### src/rtl/irq_pkg.sv
package irq_pkg;

  typedef logic [1:0] lvl_t;

  localparam lvl_t LVL_TOP = 2'd3;

  // A field of 00 switches the source off.
  function automatic logic field_on(input logic [1:0] fld);
    return fld != 2'b00;
  endfunction

  // Non-zero field values map to the level one below them.
  function automatic lvl_t field_to_lvl(input logic [1:0] fld);
    return fld - 2'd1;
  endfunction

endpackage

### src/rtl/irq_sense.sv
module irq_sense #(
  parameter int N_EXT = 4
) (
  input  logic             clk,
  input  logic             rst_n,
  input  logic [N_EXT-1:0] req_n,
  input  logic [N_EXT-1:0] mode,
  input  logic [N_EXT-1:0] enable,
  input  logic [N_EXT-1:0] clr,
  output logic [N_EXT-1:0] pend
);

  for (genvar k = 0; k < N_EXT; k++) begin : g_src
    logic smp_q, smp_qq;
    logic edge_q, edge_d;
    logic fall;

    always_comb begin
      fall   = smp_qq & ~smp_q;
      edge_d = edge_q;
      if (clr[k])               edge_d = 1'b0;
      if (fall)                 edge_d = 1'b1;
      if (!enable[k] || !mode[k]) edge_d = 1'b0;
    end

    always_ff @(posedge clk or negedge rst_n) begin
      if (!rst_n) begin
        smp_q  <= 1'b1;
        smp_qq <= 1'b1;
        edge_q <= 1'b0;
      end else begin
        smp_q  <= req_n[k];
        smp_qq <= smp_q;
        edge_q <= edge_d;
      end
    end

    assign pend[k] = enable[k] & (mode[k] ? edge_q : ~smp_q);

    AST_EDGE_HOLDS: assert property (@(posedge clk) disable iff (!rst_n)
      (mode[k] && enable[k] && edge_q && !clr[k]) |=> edge_q);
  end

endmodule

### src/rtl/irq_arbiter.sv
module irq_arbiter
  import irq_pkg::*;
#(
  parameter int N_SRC = 6,
  parameter int SRC_W = 3
) (
  input  logic                  clk,
  input  logic                  rst_n,
  input  logic [N_SRC-1:0]      req,
  input  logic [N_SRC-1:0][1:0] lvl,
  input  lvl_t                  thr,
  input  logic                  svc_active,
  input  lvl_t                  svc_level,
  output logic                  valid,
  output logic [SRC_W-1:0]      src,
  output lvl_t                  level
);

  logic [N_SRC-1:0] elig;

  always_comb begin
    for (int i = 0; i < N_SRC; i++) begin
      elig[i] = req[i]
              && (lvl[i] == LVL_TOP || lvl[i] >= thr)
              && (!svc_active || lvl[i] > svc_level);
    end
  end

  // Scan from the top index down, so that a lower index overwrites on a tie.
  always_comb begin
    valid = 1'b0;
    src   = '0;
    level = '0;
    for (int i = N_SRC - 1; i >= 0; i--) begin
      if (elig[i] && (!valid || lvl[i] >= level)) begin
        valid = 1'b1;
        src   = SRC_W'(i);
        level = lvl[i];
      end
    end
  end

  AST_THRESHOLD_RESPECTED: assert property (@(posedge clk) disable iff (!rst_n)
    valid |-> (level == LVL_TOP || level >= thr));
  AST_PREEMPT_ONLY_HIGHER: assert property (@(posedge clk) disable iff (!rst_n)
    (valid && svc_active) |-> (level > svc_level));

endmodule

### src/rtl/irq_svc_track.sv
module irq_svc_track
  import irq_pkg::*;
#(
  parameter int N_LVL = 4
) (
  input  logic clk,
  input  logic rst_n,
  input  logic push,
  input  lvl_t push_level,
  input  logic pop,
  output logic active,
  output lvl_t level
);

  logic [N_LVL-1:0] mask_q, mask_d, top_oh;

  always_comb begin
    level = '0;
    for (int j = 0; j < N_LVL; j++) begin
      if (mask_q[j]) level = lvl_t'(j);
    end
    active = |mask_q;
    top_oh = active ? (N_LVL'(1) << level) : '0;
  end

  always_comb begin
    mask_d = mask_q;
    if (pop)  mask_d = mask_d & ~top_oh;
    if (push) mask_d = mask_d | (N_LVL'(1) << push_level);
  end

  always_ff @(posedge clk or negedge rst_n) begin
    if (!rst_n) mask_q <= '0;
    else        mask_q <= mask_d;
  end

  AST_PUSH_RAISES: assert property (@(posedge clk) disable iff (!rst_n)
    push |=> (active && level == $past(push_level)));
  AST_POP_LOWERS: assert property (@(posedge clk) disable iff (!rst_n)
    (pop && !push && active) |=> (!active || level < $past(level)));

endmodule

### src/rtl/prio_irq_ctrl.sv
module prio_irq_ctrl
  import irq_pkg::*;
#(
  parameter int N_CRIT = 2,
  parameter int N_EXT  = 4,
  localparam int N_SRC = N_CRIT + N_EXT,
  localparam int SRC_W = (N_SRC > 1) ? $clog2(N_SRC) : 1
) (
  input  logic               clk,
  input  logic               rst_n,
  input  logic [N_CRIT-1:0]  crit_evt,
  input  logic [N_EXT-1:0]   ext_req_n,
  input  logic [N_EXT-1:0]   ext_mode,
  input  logic [2*N_EXT-1:0] ext_prio,
  input  logic [1:0]         mask_thr,
  input  logic               ack,
  input  logic               eoi,
  output logic               irq_valid,
  output logic [SRC_W-1:0]   irq_src,
  output logic [1:0]         irq_level,
  output logic               svc_active,
  output logic [1:0]         svc_level
);

  logic                  ack_ok;
  logic [N_SRC-1:0]      clr_src;
  logic [N_SRC-1:0]      req_all;
  logic [N_SRC-1:0][1:0] lvl_all;
  logic [N_CRIT-1:0]     crit_q, crit_d;
  logic [N_EXT-1:0]      ext_en, ext_pend;
  lvl_t                  win_level, cur_level;

  assign ack_ok = ack & irq_valid;

  always_comb begin
    for (int i = 0; i < N_SRC; i++) begin
      clr_src[i] = ack_ok && (irq_src == SRC_W'(i));
    end
  end

  // Latched level-3 events
  always_comb begin
    crit_d = crit_q;
    for (int c = 0; c < N_CRIT; c++) begin
      if (clr_src[c])  crit_d[c] = 1'b0;
      if (crit_evt[c]) crit_d[c] = 1'b1;
    end
  end

  always_ff @(posedge clk or negedge rst_n) begin
    if (!rst_n) crit_q <= '0;
    else        crit_q <= crit_d;
  end

  for (genvar k = 0; k < N_EXT; k++) begin : g_cfg
    assign ext_en[k] = field_on(ext_prio[2*k +: 2]);
  end

  irq_sense #(.N_EXT(N_EXT)) u_sense (
    .clk    (clk),
    .rst_n  (rst_n),
    .req_n  (ext_req_n),
    .mode   (ext_mode),
    .enable (ext_en),
    .clr    (clr_src[N_SRC-1:N_CRIT]),
    .pend   (ext_pend)
  );

  for (genvar s = 0; s < N_SRC; s++) begin : g_map
    if (s < N_CRIT) begin : g_crit
      assign req_all[s] = crit_q[s];
      assign lvl_all[s] = LVL_TOP;
    end else begin : g_ext
      assign req_all[s] = ext_pend[s-N_CRIT];
      assign lvl_all[s] = field_to_lvl(ext_prio[2*(s-N_CRIT) +: 2]);
    end
  end

  irq_arbiter #(.N_SRC(N_SRC), .SRC_W(SRC_W)) u_arb (
    .clk        (clk),
    .rst_n      (rst_n),
    .req        (req_all),
    .lvl        (lvl_all),
    .thr        (mask_thr),
    .svc_active (svc_active),
    .svc_level  (cur_level),
    .valid      (irq_valid),
    .src        (irq_src),
    .level      (win_level)
  );

  irq_svc_track #(.N_LVL(4)) u_svc (
    .clk        (clk),
    .rst_n      (rst_n),
    .push       (ack_ok),
    .push_level (win_level),
    .pop        (eoi),
    .active     (svc_active),
    .level      (cur_level)
  );

  assign irq_level = win_level;
  assign svc_level = cur_level;

  AST_CRIT_PRESENTED: assert property (@(posedge clk) disable iff (!rst_n)
    ((|crit_q) && !(svc_active && svc_level == LVL_TOP)) |-> (irq_valid && irq_level == LVL_TOP));
  AST_IDLE_ACK_NO_EFFECT: assert property (@(posedge clk) disable iff (!rst_n)
    (ack && !irq_valid && !eoi) |=> (svc_active == $past(svc_active) && svc_level == $past(svc_level)));

endmodule

### config.mk
export PLATFORM = sky130hd
export DESIGN_NAME = prio_irq_ctrl
export DESIGN_NICKNAME = d
export VERILOG_FILES = /design/src/rtl/irq_pkg.sv /design/src/rtl/irq_sense.sv /design/src/rtl/irq_arbiter.sv /design/src/rtl/irq_svc_track.sv /design/src/rtl/prio_irq_ctrl.sv
export SDC_FILE = /design/constraint.sdc
export NUM_CORES = 1
export LEC_CHECK = 0
export BUFFER_PORTS_ARGS = -buffer_cell sky130_fd_sc_hd__clkbuf_2
export CAP_MARGIN = 5
export CORE_MARGIN = 2
export CORE_UTILIZATION = 49
export DETAILED_ROUTE_END_ITERATION = 8
export GPL_TIMING_DRIVEN = 0
export PLACE_DENSITY = 0.73
export SYNTH_ARGS = -nofsm -noshare
export SYNTH_HDL_FRONTEND = slang
export SYNTH_HIERARCHICAL = 1
export SYNTH_SLANG_ARGS = --single-unit
### constraint.sdc
create_clock -name clk -period 11.84 [get_ports clk]
set_input_delay 2.368 -clock clk [delete_from_list [all_inputs] [get_ports clk]]
set_output_delay 2.368 -clock clk [all_outputs]
set_load 0.05 [all_outputs]
==> results of run 1 <==
what timing repair did:
item,4_1_cts,5_1_grt
endpoints found under the setup margin,5,5
pin swaps,12,28
setup buffers,17,11
gates resized for setup,19,34
path summary, 6_finish.rpt:
| check | from | to | slack [ns] | depth (start not counted) |
|---|---|---|---|---|
| worst max-delay path | ext_prio[6] | irq_src[2] | 0.07 | 41 |
| worst min-delay path | u_sense/g_src[2].smp_q | u_sense/g_src[2].smp_qq | 0.37 | 0 |
| worst max register to register | u_svc/mask_q[1] | u_sense/g_src[1].edge_q | 3.66 | 41 |
| worst min register to register | u_sense/g_src[2].smp_q | u_sense/g_src[2].smp_qq | 0.37 | 0 |
| max in group asynchronous | rst_n | u_sense/g_src[1].smp_qq | 9.45 | 1 |
| min in group asynchronous | rst_n | u_svc/mask_q[3] | 2.04 | 1 |
critical path: cells and delay by family:
family / cells / cell delay [ns]
AND/OR/NAND/NOR: 14 / 2.48
AO/OA/AOI/OAI: 13 / 2.08
buffers and inverters: 7 / 0.78
adder cells (fa/ha/maj): 7 / 1.66
logic make-up after synthesis:
| logic type | Yosys count | share of synthesized area, % |
|---|---|---|
| and+or+nand+nor | 94 | 27.32 |
| other | 1 | 0.1803 |
| buffers and inverters | 39 | 7.460 |
| DFF | 18 | 22.14 |
| adders and majority gates | 38 | 22.86 |
| AOI/OAI and AO/OA | 57 | 20.04 |
sequential cells by signal, summed over array words and instances (netlist names):
| name | flops |
|---|---|
| crit_q | 2 |
| u_sense/g_src.edge_q | 4 |
| u_sense/g_src.smp_q | 4 |
| u_sense/g_src.smp_qq | 4 |
| u_svc/mask_q | 4 |
power by group through the flow:
stage          sequential (mW)  combinational [mW]  clock [mW]
2_1_floorplan           0.0812               0.410           0
3_3_place_gp            0.0832               0.501           0
3_5_place_dp            0.0841               0.512           0
4_1_cts                 0.0831               0.619      0.0442
5_1_grt                 0.0845               0.775      0.0469
6_report                0.0832               0.721      0.0431
layout make-up:
class	count	area share, %
Sequential cell	18	15.42
Inverter	37	4.985
Buffer	2	0.5446
Timing Repair Buffer	61	14.29
Multi-Input combinational cell	204	61.16
Tap cell	50	2.095
Clock buffer	4	1.508
metrics by stage:
stage	setup slack [ns]	cell area (um^2)	TNS, ns
finish	0.06680	2987	0
CTS	0.03281	2705	0
detailed placement	-0.7097	2437	-2.818
global route	-0.1856	2987	-0.5104
global placement	-0.6296	2437	-2.410
floorplan	0.02125	2215	0
synthesized netlist by cell type (all sizes together), types with 6 or more instances:
cell     n
nand2   23
o21ai   10
inv     37
dfstp    8
nand2b  19
nor2     6
a21oi   15
nand3    6
or2      8
dfrtp   10
ha      38
per-layer routing:
metal	track usage (%)	wire length, um	vias up
met5	0	0	-
met4	6.100	108	0
met3	4.094	275	10
met2	37.82	2914	67
met1	28.32	2366	976
li1	-	-	1027
==> impl_results.md, run 1 <==
- Status: complete, no violations
- Layout Utilization: 74.13%
- Hold Slack: 0.3710 ns
- CP Class: in2out
- Final hold viol count: 0
- Skew final: 0.005482 ns
- Rows: 23
- Internal: 0.4101 mW
- Total chip power: 0.8476 mW
- EDFF count, synth: 0
- Clk Tree Root Cell: clkbuf_8
- Nets: 389
- Worst-margin pin slew: 0.8017 ns
- ANT nets after route: 0
- Sw frac: 51.62%
- Hold Path Class: reg2reg
- Slew headroom: 45.99%
- Post-synth top area share: 22.86%
- Layout cell share with drive strength beyond 1: 38.96%
- First-pass GRT wire length: 8562 um
- Fillers: 306
- Synth Cell Area: 2079 um^2
- Core outline area: 4029 um^2
- Most frequent cells in the layout: inv_1, ha_1, buf_4
- CTS max path bufs: 2
- Period utilization: 99.44%
- Vias per inst: 5.532
- Final wirelength: 5664 um
- IO Port Bufs: 32
- Number of global-route vias before repair: 1899
- CTS sink count: 18
- Largest net degree at the start of global routing: 19
- Final Non-Filler Cells: 376
- Yosys cell types: 56
- Max Clk Rate: 0.08494 GHz
- Area Growth Syn to Fin: 43.62%
- Synth async-reset ratio: 100.0%
- Sequential Area: 460.4 um^2
- Placed cell count: 343
- Slowest cell on crit path: or3_4
- CP Launch Type: input pin
- # H-tree levels: 1
- Crit path largest cell delay: 0.39 ns
- # hold bufs at CTS: 0
- Placed wire-length estimate: 3744 um
- Critical Path Sink Type: primary output
- Initial antenna violation count: 0
- Diodes inserted: 0
- Req. time, crit path: 9.47 ns
- Net Sw Power: 0.4375 mW
- Top FF cell, synth: dfrtp_1
- Die width: 69.15 um
- Max Cap Violations: 0
- Wirelength per Cell: 15.06 um
- Leakage: 1.431 nW
- Gpl congestion: 0.8323
- Number of synthesized register bits: 18
- Initial Utilization: 51.61%
- Flop pwr share: 9.8%
- Worst VDD drop: 0.0001501 V
- Fin crit period: 11.77 ns
- Cells after Synth: 247
- GRT overflow: 0
- Latest clock arrival within the worst-skew pair: 0.25 ns
- WP data arrival: 9.41 ns
- Seq/Total Area, Yosys: 22.14%
- Part of the power in the clock network: 5.1%
- DRC violations left: 0
- Synth area leaders: ha_1, dfrtp_1, dfstp_2
- Slew Viols, Final: 0
- Setup-failing EPs final: 0
- Clk slew on worst S/H paths: 0.06 ns
- Crit Path Max Fanout: 4
- Initial DRC count: 124
- PwrDens: 283.8 nW/um^2
- Routed vias: 2080
- Die Ht: 69.15 um
- Dominant cell type by area after synthesis: ha_1
- Combinational share of power: 85.1%
- IO Count: 33
- Yosys warns: 6
- Die ar.: 4781 um^2
- CTS buffer count: 3
- TritonCTS clock tree: done
- Drt pass-1 iters: 4
- RSZ-0062 raised after global routing: true
- CP most frequent cell: ha_4
- Gr usage total: 22.07%
- Most common cell after layout, fill and taps aside: inv_1
- Area occupied by multi-input gates: 1827 um^2
- Mapped Avg Cell Area: 8.419 um^2
No activity file was read; power rests on OpenSTA's default activity.
==> inputs of run 2 (changes only) <==
--- a/config.mk
+++ b/config.mk
@@ -5,7 +5,7 @@
 export SDC_FILE = /design/constraint.sdc
 export NUM_CORES = 1
 export LEC_CHECK = 0
-export BUFFER_PORTS_ARGS = -buffer_cell sky130_fd_sc_hd__clkbuf_2
+export BUFFER_PORTS_ARGS = -buffer_cell sky130_fd_sc_hd__buf_2
 export CAP_MARGIN = 5
 export CORE_MARGIN = 2
 export CORE_UTILIZATION = 49
==> impl_results.md, run 2 (synthesized netlist as in run 1, its figures left out) <==
- Most common cell after layout, fill and taps aside: inv_1
- Rows: 23 (unchanged)
- Skew final: 0.007558 ns (+0.002076 ns)
- Vias per inst: 5.624 (+1.7%)
- Initial antenna violation count: 0 (unchanged)
- Worst VDD drop: 0.0001541 V (+2.7%)
- Die ar.: 4781 um^2 (unchanged)
- Area occupied by multi-input gates: 1864 um^2 (+2.1%)
- Core outline area: 4029 um^2 (unchanged)
- Hold Path Class: reg2reg
- Crit path largest cell delay: 0.42 ns (+0.03 ns)
- Status: complete, no violations
- CP most frequent cell: ha_4
- Worst setup margin: 0.09054 ns (+0.02374 ns)
- TritonCTS clock tree: done
- R2R cell count: 41 (unchanged)
- Routed vias: 2109 (+1.4%)
- GRT overflow: 0 (unchanged)
- Latest clock arrival within the worst-skew pair: 0.26 ns (about the same)
- Drt pass-1 iters: 4 (unchanged)
- CTS max path bufs: 2 (unchanged)
- Most frequent cells in the layout: inv_1, ha_1, buf_4
- Max Clk Rate: 0.08511 GHz (+0.20%)
- Worst slack at placement: -0.7143 ns (-0.004638 ns)
- Diodes inserted: 0 (unchanged)
- Nets: 388 (-0.26%)
- Max Cap Violations: 0 (unchanged)
- Worst-margin pin slew: 0.8291 ns (+0.02736 ns)
- CTS sink count: 18 (unchanged)
- Initial Utilization: 51.61% (unchanged)
- First-pass GRT wire length: 8845 um (+3.3%)
- Final Non-Filler Cells: 375 (-0.27%)
- Critical Path Sink Type: primary output
- Setup_tns: 0 ns (unchanged)
- Die Ht: 69.15 um (unchanged)
- Final hold viol count: 0 (unchanged)
- Initial DRC count: 107 (-14%)
- Leakage: 1.418 nW (-0.89%)
- Crit Path Max Fanout: 4 (unchanged)
- IO Port Bufs: 32 (unchanged)
- DRC violations left: 0 (unchanged)
- ANT nets after route: 0 (unchanged)
- Fin crit period: 11.75 ns (-0.02374 ns)
- Hold Slack: 0.3704 ns (-0.0006740 ns)
- Slowest cell on crit path: a221o_1
- Fillers: 304 (-0.65%)
- # H-tree levels: 1 (unchanged)
- Number of global-route vias before repair: 1974 (+3.9%)
- Placed wire-length estimate: 3814 um (+1.9%)
- Final wirelength: 5963 um (+5.3%)
- Wirelength per Cell: 15.90 um (+5.6%)
- Die width: 69.15 um (unchanged)
- Layout cell share with drive strength beyond 1: 40.00% (+1.0 points)
- Slew headroom: 44.36% (-1.6 points)
- Area Growth Syn to Fin: 43.68% (about the same)
- Slew Viols, Final: 0 (unchanged)
- Placed cell count: 343 (unchanged)
- Sequential Area: 460.4 um^2 (unchanged)
- Req. time, crit path: 9.47 ns (about the same)
- CP Launch Type: input pin
- Hold path depth: 0 (unchanged)
- Setup-failing EPs final: 0 (unchanged)
- CP Class: in2out
- IO Count: 33 (unchanged)
- Clk Tree Root Cell: clkbuf_8
- PwrDens: 280.6 nW/um^2 (-1.1%)
- Clk slew on worst S/H paths: 0.07 ns (about the same)
- Gpl congestion: 0.8442 (+1.4%)
- Gr usage total: 22.79% (+0.72 points)
- Period utilization: 99.24% (-0.20 points)
- Largest net degree at the start of global routing: 19 (unchanged)
- WP data arrival: 9.38 ns (-0.03 ns)
- CTS buffer count: 3 (unchanged)
[run 2: cell types whose count changed in the layout (fill, tap and decap cells not counted), sizes merged]
cell and change:
buf +28, clkbuf -29
[run 2: critical path: cells and delay by family]
| family | cells | cell delay [ns] |
|---|---|---|
| compound gates | 14 | 2.21 |
| buf+inv | 7 | 0.70 |
| simple gates | 13 | 2.24 |
| fa+ha+maj | 7 | 1.83 |
[run 2: final cells by class]
class	instances	share of cell area [%]
Buffer	2	0.5444
Sequential cell	18	15.41
Timing Repair Buffer	60	13.32
Clock buffer	4	1.508
Tap cell	50	2.094
Multi-Input combinational cell	204	62.40
Inverter	37	4.732
[run 2: path summary, 6_finish.rpt]
path | from | to | slack (ns)
hold reg to reg | u_sense/g_src[0].smp_q | u_sense/g_src[0].smp_qq | 0.37
setup / recovery | ext_prio[6] | irq_src[2] | 0.09
setup reg to reg | u_svc/mask_q[1] | u_sense/g_src[2].edge_q | 3.67
min in group asynchronous | rst_n | u_svc/mask_q[3] | 2.03
max in group asynchronous | rst_n | u_sense/g_src[1].smp_q | 9.49
hold / removal | u_sense/g_src[0].smp_q | u_sense/g_src[0].smp_qq | 0.37
[run 2: what timing repair did]
action                                  4_1_cts  5_1_grt
pin swaps                                    12       26
buffers inserted                             16       12
endpoints found under the hold margin         0        0
hold buffers                                  0        0
resized for setup                            18       32
endpoints found under the setup margin        5        5
[run 2: per-layer routing]
layer  wire length (um)  vias to the layer above  global-route usage, %
li1                   -                     1027                      -
met3                238                       12                  5.848
met2               3120                       63                  39.53
met5                  0                        -                      0
met4                130                        0                  6.100
met1               2473                     1007                  27.92
[run 2: metrics by stage]
step | power (mW) | utilization, % | cell area (um^2)
after detailed placement | 0.5948 | 60.50 | 2437
after floorplan | 0.4908 | - | 2215
after global placement | 0.5834 | 60.50 | 2437
after global routing | 0.8986 | 74.16 | 2988
final | 0.8383 | 74.16 | 2988
after CTS | 0.7369 | 66.68 | 2686
[run 2: power by group]
part           total (mW)  leakage, nW  switching [mW]  internal, mW
sequential         0.0829        0.209         0.00821        0.0747
combinational       0.712         1.19           0.410         0.302
clock              0.0433       0.0228          0.0195        0.0239
